## src/rtl/sio_cfg_pkg.sv

```systemverilog
package sio_cfg_pkg;
  typedef enum logic [1:0] {
    KEY_IDLE = 2'd0,
    KEY_HALF = 2'd1,
    KEY_OPEN = 2'd2
  } key_state_e;
endpackage

```

## src/rtl/sio_addr_decode.sv

```systemverilog
module sio_addr_decode #(
  parameter int unsigned        ADDR_W = 16,
  parameter logic [ADDR_W-1:0]  BASE_A = 16'h002E,
  parameter logic [ADDR_W-1:0]  BASE_B = 16'h004E
) (
  input  logic [ADDR_W-1:0] io_addr,
  input  logic              base_sel,
  output logic              hit_idx,
  output logic              hit_dat
);
  logic [ADDR_W-1:0] base;

  always_comb begin
    base    = base_sel ? BASE_B : BASE_A;
    hit_idx = (io_addr == base);
    hit_dat = (io_addr == (base + ADDR_W'(1)));
  end
endmodule

```

## src/rtl/sio_unlock_fsm.sv

```systemverilog
module sio_unlock_fsm
  import sio_cfg_pkg::*;
#(
  parameter logic [7:0] ENTER_KEY = 8'h87,
  parameter logic [7:0] EXIT_KEY  = 8'hAA
) (
  input  logic       clk,
  input  logic       rst_n,
  input  logic       idx_wr,
  input  logic       dat_wr,
  input  logic [7:0] wdata,
  output logic       cfg_open,
  output logic       idx_load
);
  key_state_e state_q, state_d;

  always_comb begin
    state_d = state_q;
    case (state_q)
      KEY_IDLE: if (idx_wr && wdata == ENTER_KEY) state_d = KEY_HALF;
      KEY_HALF: begin
        if (idx_wr && wdata == ENTER_KEY) state_d = KEY_OPEN;
        else if (idx_wr || dat_wr)        state_d = KEY_IDLE;
      end
      KEY_OPEN: if (idx_wr && wdata == EXIT_KEY) state_d = KEY_IDLE;
      default:  state_d = KEY_IDLE;
    endcase
  end

  always_ff @(posedge clk or negedge rst_n) begin
    if (!rst_n) state_q <= KEY_IDLE;
    else        state_q <= state_d;
  end

  assign cfg_open = (state_q == KEY_OPEN);
  assign idx_load = cfg_open && idx_wr && (wdata != EXIT_KEY);
endmodule

```

## src/rtl/sio_global_regs.sv

```systemverilog
module sio_global_regs #(
  parameter logic [7:0] DEV_ID      = 8'h00,
  parameter logic [7:0] DEV_REV     = 8'h00,
  parameter logic [7:0] LOCAL_START = 8'h30,
  parameter logic [7:0] SEL_IDX     = 8'h07,
  parameter logic [7:0] ID_IDX      = 8'h20,
  parameter logic [7:0] REV_IDX     = 8'h21,
  parameter logic [7:0] STRAP_IDX   = 8'h26,
  parameter int unsigned STRAP_BIT  = 6
) (
  input  logic       clk,
  input  logic       rst_n,
  input  logic [7:0] index,
  input  logic       wr_en,
  input  logic [7:0] wdata,
  input  logic       base_sel,
  output logic [7:0] ldn,
  output logic [7:0] rdata,
  output logic       is_local
);
  logic [7:0] ldn_q;
  logic       ldn_we;
  logic [7:0] strap_byte;

  assign is_local = (index >= LOCAL_START);
  assign ldn_we   = wr_en && (index == SEL_IDX);

  always_ff @(posedge clk or negedge rst_n) begin
    if (!rst_n)      ldn_q <= 8'h00;
    else if (ldn_we) ldn_q <= wdata;
  end

  always_comb begin
    strap_byte            = 8'h00;
    strap_byte[STRAP_BIT] = base_sel;
    case (index)
      SEL_IDX:   rdata = ldn_q;
      ID_IDX:    rdata = DEV_ID;
      REV_IDX:   rdata = DEV_REV;
      STRAP_IDX: rdata = strap_byte;
      default:   rdata = 8'hFF;
    endcase
  end

  assign ldn = ldn_q;
endmodule

```

## src/rtl/sio_cfg_port.sv

```systemverilog
module sio_cfg_port #(
  parameter int unsigned       ADDR_W      = 16,
  parameter logic [ADDR_W-1:0] BASE_A      = 16'h002E,
  parameter logic [ADDR_W-1:0] BASE_B      = 16'h004E,
  parameter logic [7:0]        ENTER_KEY   = 8'h87,
  parameter logic [7:0]        EXIT_KEY    = 8'hAA,
  parameter logic [7:0]        DEV_ID      = 8'hB4,
  parameter logic [7:0]        DEV_REV     = 8'h73,
  parameter logic [7:0]        LOCAL_START = 8'h30
) (
  input  logic              clk,
  input  logic              rst_n,
  input  logic              base_sel,
  input  logic [ADDR_W-1:0] io_addr,
  input  logic [7:0]        io_wdata,
  input  logic              io_wr,
  input  logic              io_rd,
  output logic [7:0]        io_rdata,
  output logic [7:0]        ldn,
  output logic [7:0]        ld_idx,
  output logic [7:0]        ld_wdata,
  output logic              ld_wr,
  output logic              ld_rd,
  input  logic [7:0]        ld_rdata
);
  logic [1:0] rst_pipe;
  logic       rst_q_n;
  logic       hit_idx, hit_dat;
  logic       idx_wr, dat_wr;
  logic       cfg_open, idx_load, cfg_wr, is_local;
  logic [7:0] idx_q;
  logic [7:0] glb_rdata;

  // reset asserts at once, releases after two clock edges
  always_ff @(posedge clk or negedge rst_n) begin
    if (!rst_n) rst_pipe <= 2'b00;
    else        rst_pipe <= {rst_pipe[0], 1'b1};
  end
  assign rst_q_n = rst_pipe[1];

  sio_addr_decode #(.ADDR_W(ADDR_W), .BASE_A(BASE_A), .BASE_B(BASE_B)) u_dec (
    .io_addr (io_addr),
    .base_sel(base_sel),
    .hit_idx (hit_idx),
    .hit_dat (hit_dat)
  );

  assign idx_wr = io_wr && hit_idx;
  assign dat_wr = io_wr && hit_dat;

  sio_unlock_fsm #(.ENTER_KEY(ENTER_KEY), .EXIT_KEY(EXIT_KEY)) u_key (
    .clk     (clk),
    .rst_n   (rst_q_n),
    .idx_wr  (idx_wr),
    .dat_wr  (dat_wr),
    .wdata   (io_wdata),
    .cfg_open(cfg_open),
    .idx_load(idx_load)
  );

  always_ff @(posedge clk or negedge rst_q_n) begin
    if (!rst_q_n)      idx_q <= 8'h00;
    else if (idx_load) idx_q <= io_wdata;
  end

  assign cfg_wr = dat_wr && cfg_open;

  sio_global_regs #(.DEV_ID(DEV_ID), .DEV_REV(DEV_REV), .LOCAL_START(LOCAL_START)) u_glb (
    .clk     (clk),
    .rst_n   (rst_q_n),
    .index   (idx_q),
    .wr_en   (cfg_wr && !is_local),
    .wdata   (io_wdata),
    .base_sel(base_sel),
    .ldn     (ldn),
    .rdata   (glb_rdata),
    .is_local(is_local)
  );

  assign ld_idx   = idx_q;
  assign ld_wdata = io_wdata;
  assign ld_wr    = cfg_wr && is_local;
  assign ld_rd    = io_rd && hit_dat && cfg_open && is_local;

  always_comb begin
    io_rdata = 8'hFF;
    if (io_rd && cfg_open) begin
      if (hit_idx)      io_rdata = idx_q;
      else if (hit_dat) io_rdata = is_local ? ld_rdata : glb_rdata;
    end
  end
endmodule

```

## config.mk

```make
export PLATFORM = sky130hd
export DESIGN_NAME = sio_cfg_port
export DESIGN_NICKNAME = d
export VERILOG_FILES = /design/src/rtl/sio_cfg_pkg.sv /design/src/rtl/sio_addr_decode.sv /design/src/rtl/sio_unlock_fsm.sv /design/src/rtl/sio_global_regs.sv /design/src/rtl/sio_cfg_port.sv
export SDC_FILE = /design/constraint.sdc
export NUM_CORES = 1
export LEC_CHECK = 0
export BUFFER_PORTS_ARGS = -buffer_cell sky130_fd_sc_hd__buf_4
export CAP_MARGIN = 10
export CORE_MARGIN = 2
export CORE_UTILIZATION = 40
export CTS_CLUSTER_DIAMETER = 100
export CTS_CLUSTER_SIZE = 25
export DETAILED_ROUTE_END_ITERATION = 8
export GPL_TIMING_DRIVEN = 0
export PLACE_DENSITY = 0.76
export REMOVE_ABC_BUFFERS = 1
export SLEW_MARGIN = 20
export SYNTH_ARGS = -nofsm -noshare
export SYNTH_HDL_FRONTEND = slang
export SYNTH_SLANG_ARGS = --single-unit
```

## constraint.sdc

```tcl
create_clock -name clk -period 2.6 [get_ports clk]
set_clock_uncertainty 0.05 [all_clocks]
set_input_delay 0.39 -clock clk [delete_from_list [all_inputs] [get_ports clk]]
set_output_delay 0.39 -clock clk [all_outputs]
set_load 0.02 [all_outputs]
```

==> out/metrics.csv <==
metric,value,unit
status,"complete, but fails checks",
failing checks,setup timing,
hold crit path type,register to asynchronous set/reset pin,
Mapped Cells,119,
worst r2r dst,u_glb.ldn[0]$_DFFE_PN0P_,
"commonest non-fill, non-tap cells in the layout","buf_4 (77), dfrtp_1 (20), mux2_2 (16)",
CTS Buffer Depth,2,
total global routing track utilization,20.3,%
layout cells sized above 1,58.9,%
Worst Setup End Kind,primary output,
"Power, Total",0.650,mW
# clock sinks,20,
pre-CTS setup slack,-317,ps
antenna-violating nets left,0,
async set-reset flop share out of synthesis,100,%
measured slew at the worst slew-check pin,720,ps
vias after detailed routing,1250,
crit path launch type,register,
row count,20,
ant diodes,0,
dominant synthesized flop cell,dfrtp_1,
RSZ-0062 raised after global routing,true,
Netlist cell types,41,
fin crit period,2790,ps
Routability Congestion,0.850,
first-pass GRT wire length,5510,um
Synth area leaders,"dfrtp_1 (39%), mux2_2 (14%), buf_4 (4.7%)",
grt ovf,0,
Boundary Pins,71,
area delta synth->final,52.4,%
CTS buffer count,3,
DRC errors left,0,
largest net degree at the start of global routing,19,
Die Y-Extent,60.6,um
R2R Path Start,ld_idx[3]$_DFFE_PN0P_,
Pins Over Slew Limit,0,
pwr/cell area,333,mW/mm2
Finish-stage setup viols,8,
post-route insts no fill,234,
initial drt markers,49,
reg2reg path depth,7,
antenna violations before repair,0,
IO Port Bufs,70,
Worst EP arrival,2350,ps
Leak,0.946,nW
Via density,5.34,
Peak VDD IR,0.000295,V
"EDFF count, synth",0,
Worst Setup Path Type,register to primary output,
Max Cap Viol,0,
initial core utilization,42.0,%
H-tree level count,1,
Mapped Area,0.00128,mm2
dpl cells,221,
"commonest non-fill, non-tap cell in the layout",buf_4,
cell type with the highest aggregate area in the netlist,dfrtp_1,
synthesized area per cell,10.8,um2
Worst-Skew Late Latency,300,ps
synth warn,0,
Setup TNS,-1430,ps
"Max FO, Critical Path",5,
vias in the first global route,1177,
Worst-path clk slew,110,ps
post-synthesis sequential area ratio,39.1,%
fin util,64.0,%
top-area cell type share of the netlist area,39.1,%
#FFs+latches synth,20,
drt pass-1 iters,4,
CTS root buffer,clkbuf_4,
chip width,60.6,um
Register-to-Register Setup Slack,170,ps
Routed WL,3730,um
clock tree from TritonCTS,done,
Fmax achieved,358,MHz
post-route clock period utilization,107,%
final-stage net count,228,
max_slew headroom,52.0,%
Worst Path Required,2160,ps
PnR worst setup slack,-192,ps
dpl hpwl,2810,um
die area,0.00367,mm2
WL/cell,15.9,um
Final Hold Fails,0,
Core Area,0.00305,mm2
## final cells by class
cell class	instances	area [um2]
clock buffer	3	22.5
clock inverter	1	30.0
timing repair buffer	79	599
sequential	20	500
multi-input combinational	85	738
fill	241	1100
inverter	2	7.51
tap	44	55.1
## cells in the mapped netlist, types with 2 or more instances
cell and instances:
a21oi_1 4, a22oi_1 5, a2bb2oi_1 6, buf_4 8, clkbuf_1 3, dfrtp_1 20, mux2_2 16, nand2_1 8
nand3_1 3, nand3b_1 2, nand4b_1 2, nor2_1 3, nor3_1 4, nor3b_1 3, nor4bb_1 4, o31ai_1 2
or3_1 2
## state kept, by name, summed over array words and instances (netlist names)
register and cells:
u_glb.ldn 8, ld_idx 8, u_key.state_q 2, rst_pipe 2
## layer usage
metal | track usage, % | part of all wire, % | vias to the layer above
met4 | 11.5 | 1.6 | 0
li1 | - | - | 592
met5 | 0 | 0 | -
met2 | 32.9 | 48 | 53
met3 | 2.35 | 7.3 | 4
met1 | 26.4 | 43 | 601
## worst max path at each step
stage | slack [ps] | cells past startpoint | to | startpoint
2_1_floorplan | -80 | 5 | io_rdata[0] | ld_idx[3]$_DFFE_PN0P_
3_3_place_gp | -280 | 6 | io_rdata[0] | ld_idx[3]$_DFFE_PN0P_
3_5_place_dp | -320 | 6 | io_rdata[0] | ld_idx[3]$_DFFE_PN0P_
4_1_cts | -170 | 6 | io_rdata[3] | ld_idx[4]$_DFFE_PN0P_
5_1_grt | -250 | 6 | io_rdata[3] | ld_idx[4]$_DFFE_PN0P_
6_report | -190 | 6 | io_rdata[3] | ld_idx[3]$_DFFE_PN0P_
## power by group
part / internal [mW] / switching, mW
combinational: 0.0485 / 0.0316
clock: 0.156 / 0.0966
sequential: 0.312 / 0.00542
total: 0.517 / 0.134
## worst max-delay path: stages, from the launching register on
cell and delay (ps):
dfrtp_1 420, or4_4 560, nor4b_4 340, o311ai_4 180, a221o_2 320, o21a_1 120
buf_6 130
## cell families after synthesis
logic type,after synthesis,synth area share [%]
muxes,17,14.8
other,1,0.293
and+or+nand+nor,42,24.1
buffers and inverters,14,6.44
xor gates and xnor gates,1,0.684
AOI/OAI and AO/OA,24,14.6
DFF,20,39.1
## per-stage QoR
stage	cell area [um2]	hold slack (ps)
CTS	1950	270
finish	1950	256
detailed placement	1790	125
global route	1950	279
floorplan	1210	44.4
global placement	1790	123
## repair_timing
| item | in CTS | in global routing |
|---|---|---|
| pin swaps | 6 | 2 |
| hold buffers | 1 | 0 |
| setup endpoints to repair | 16 | 16 |
| resized for setup | 9 | 1 |
| buffers inserted | 8 | 0 |
| hold endpoints to repair | 2 | 0 |
Note: power is estimated with default switching activity, not from simulation.
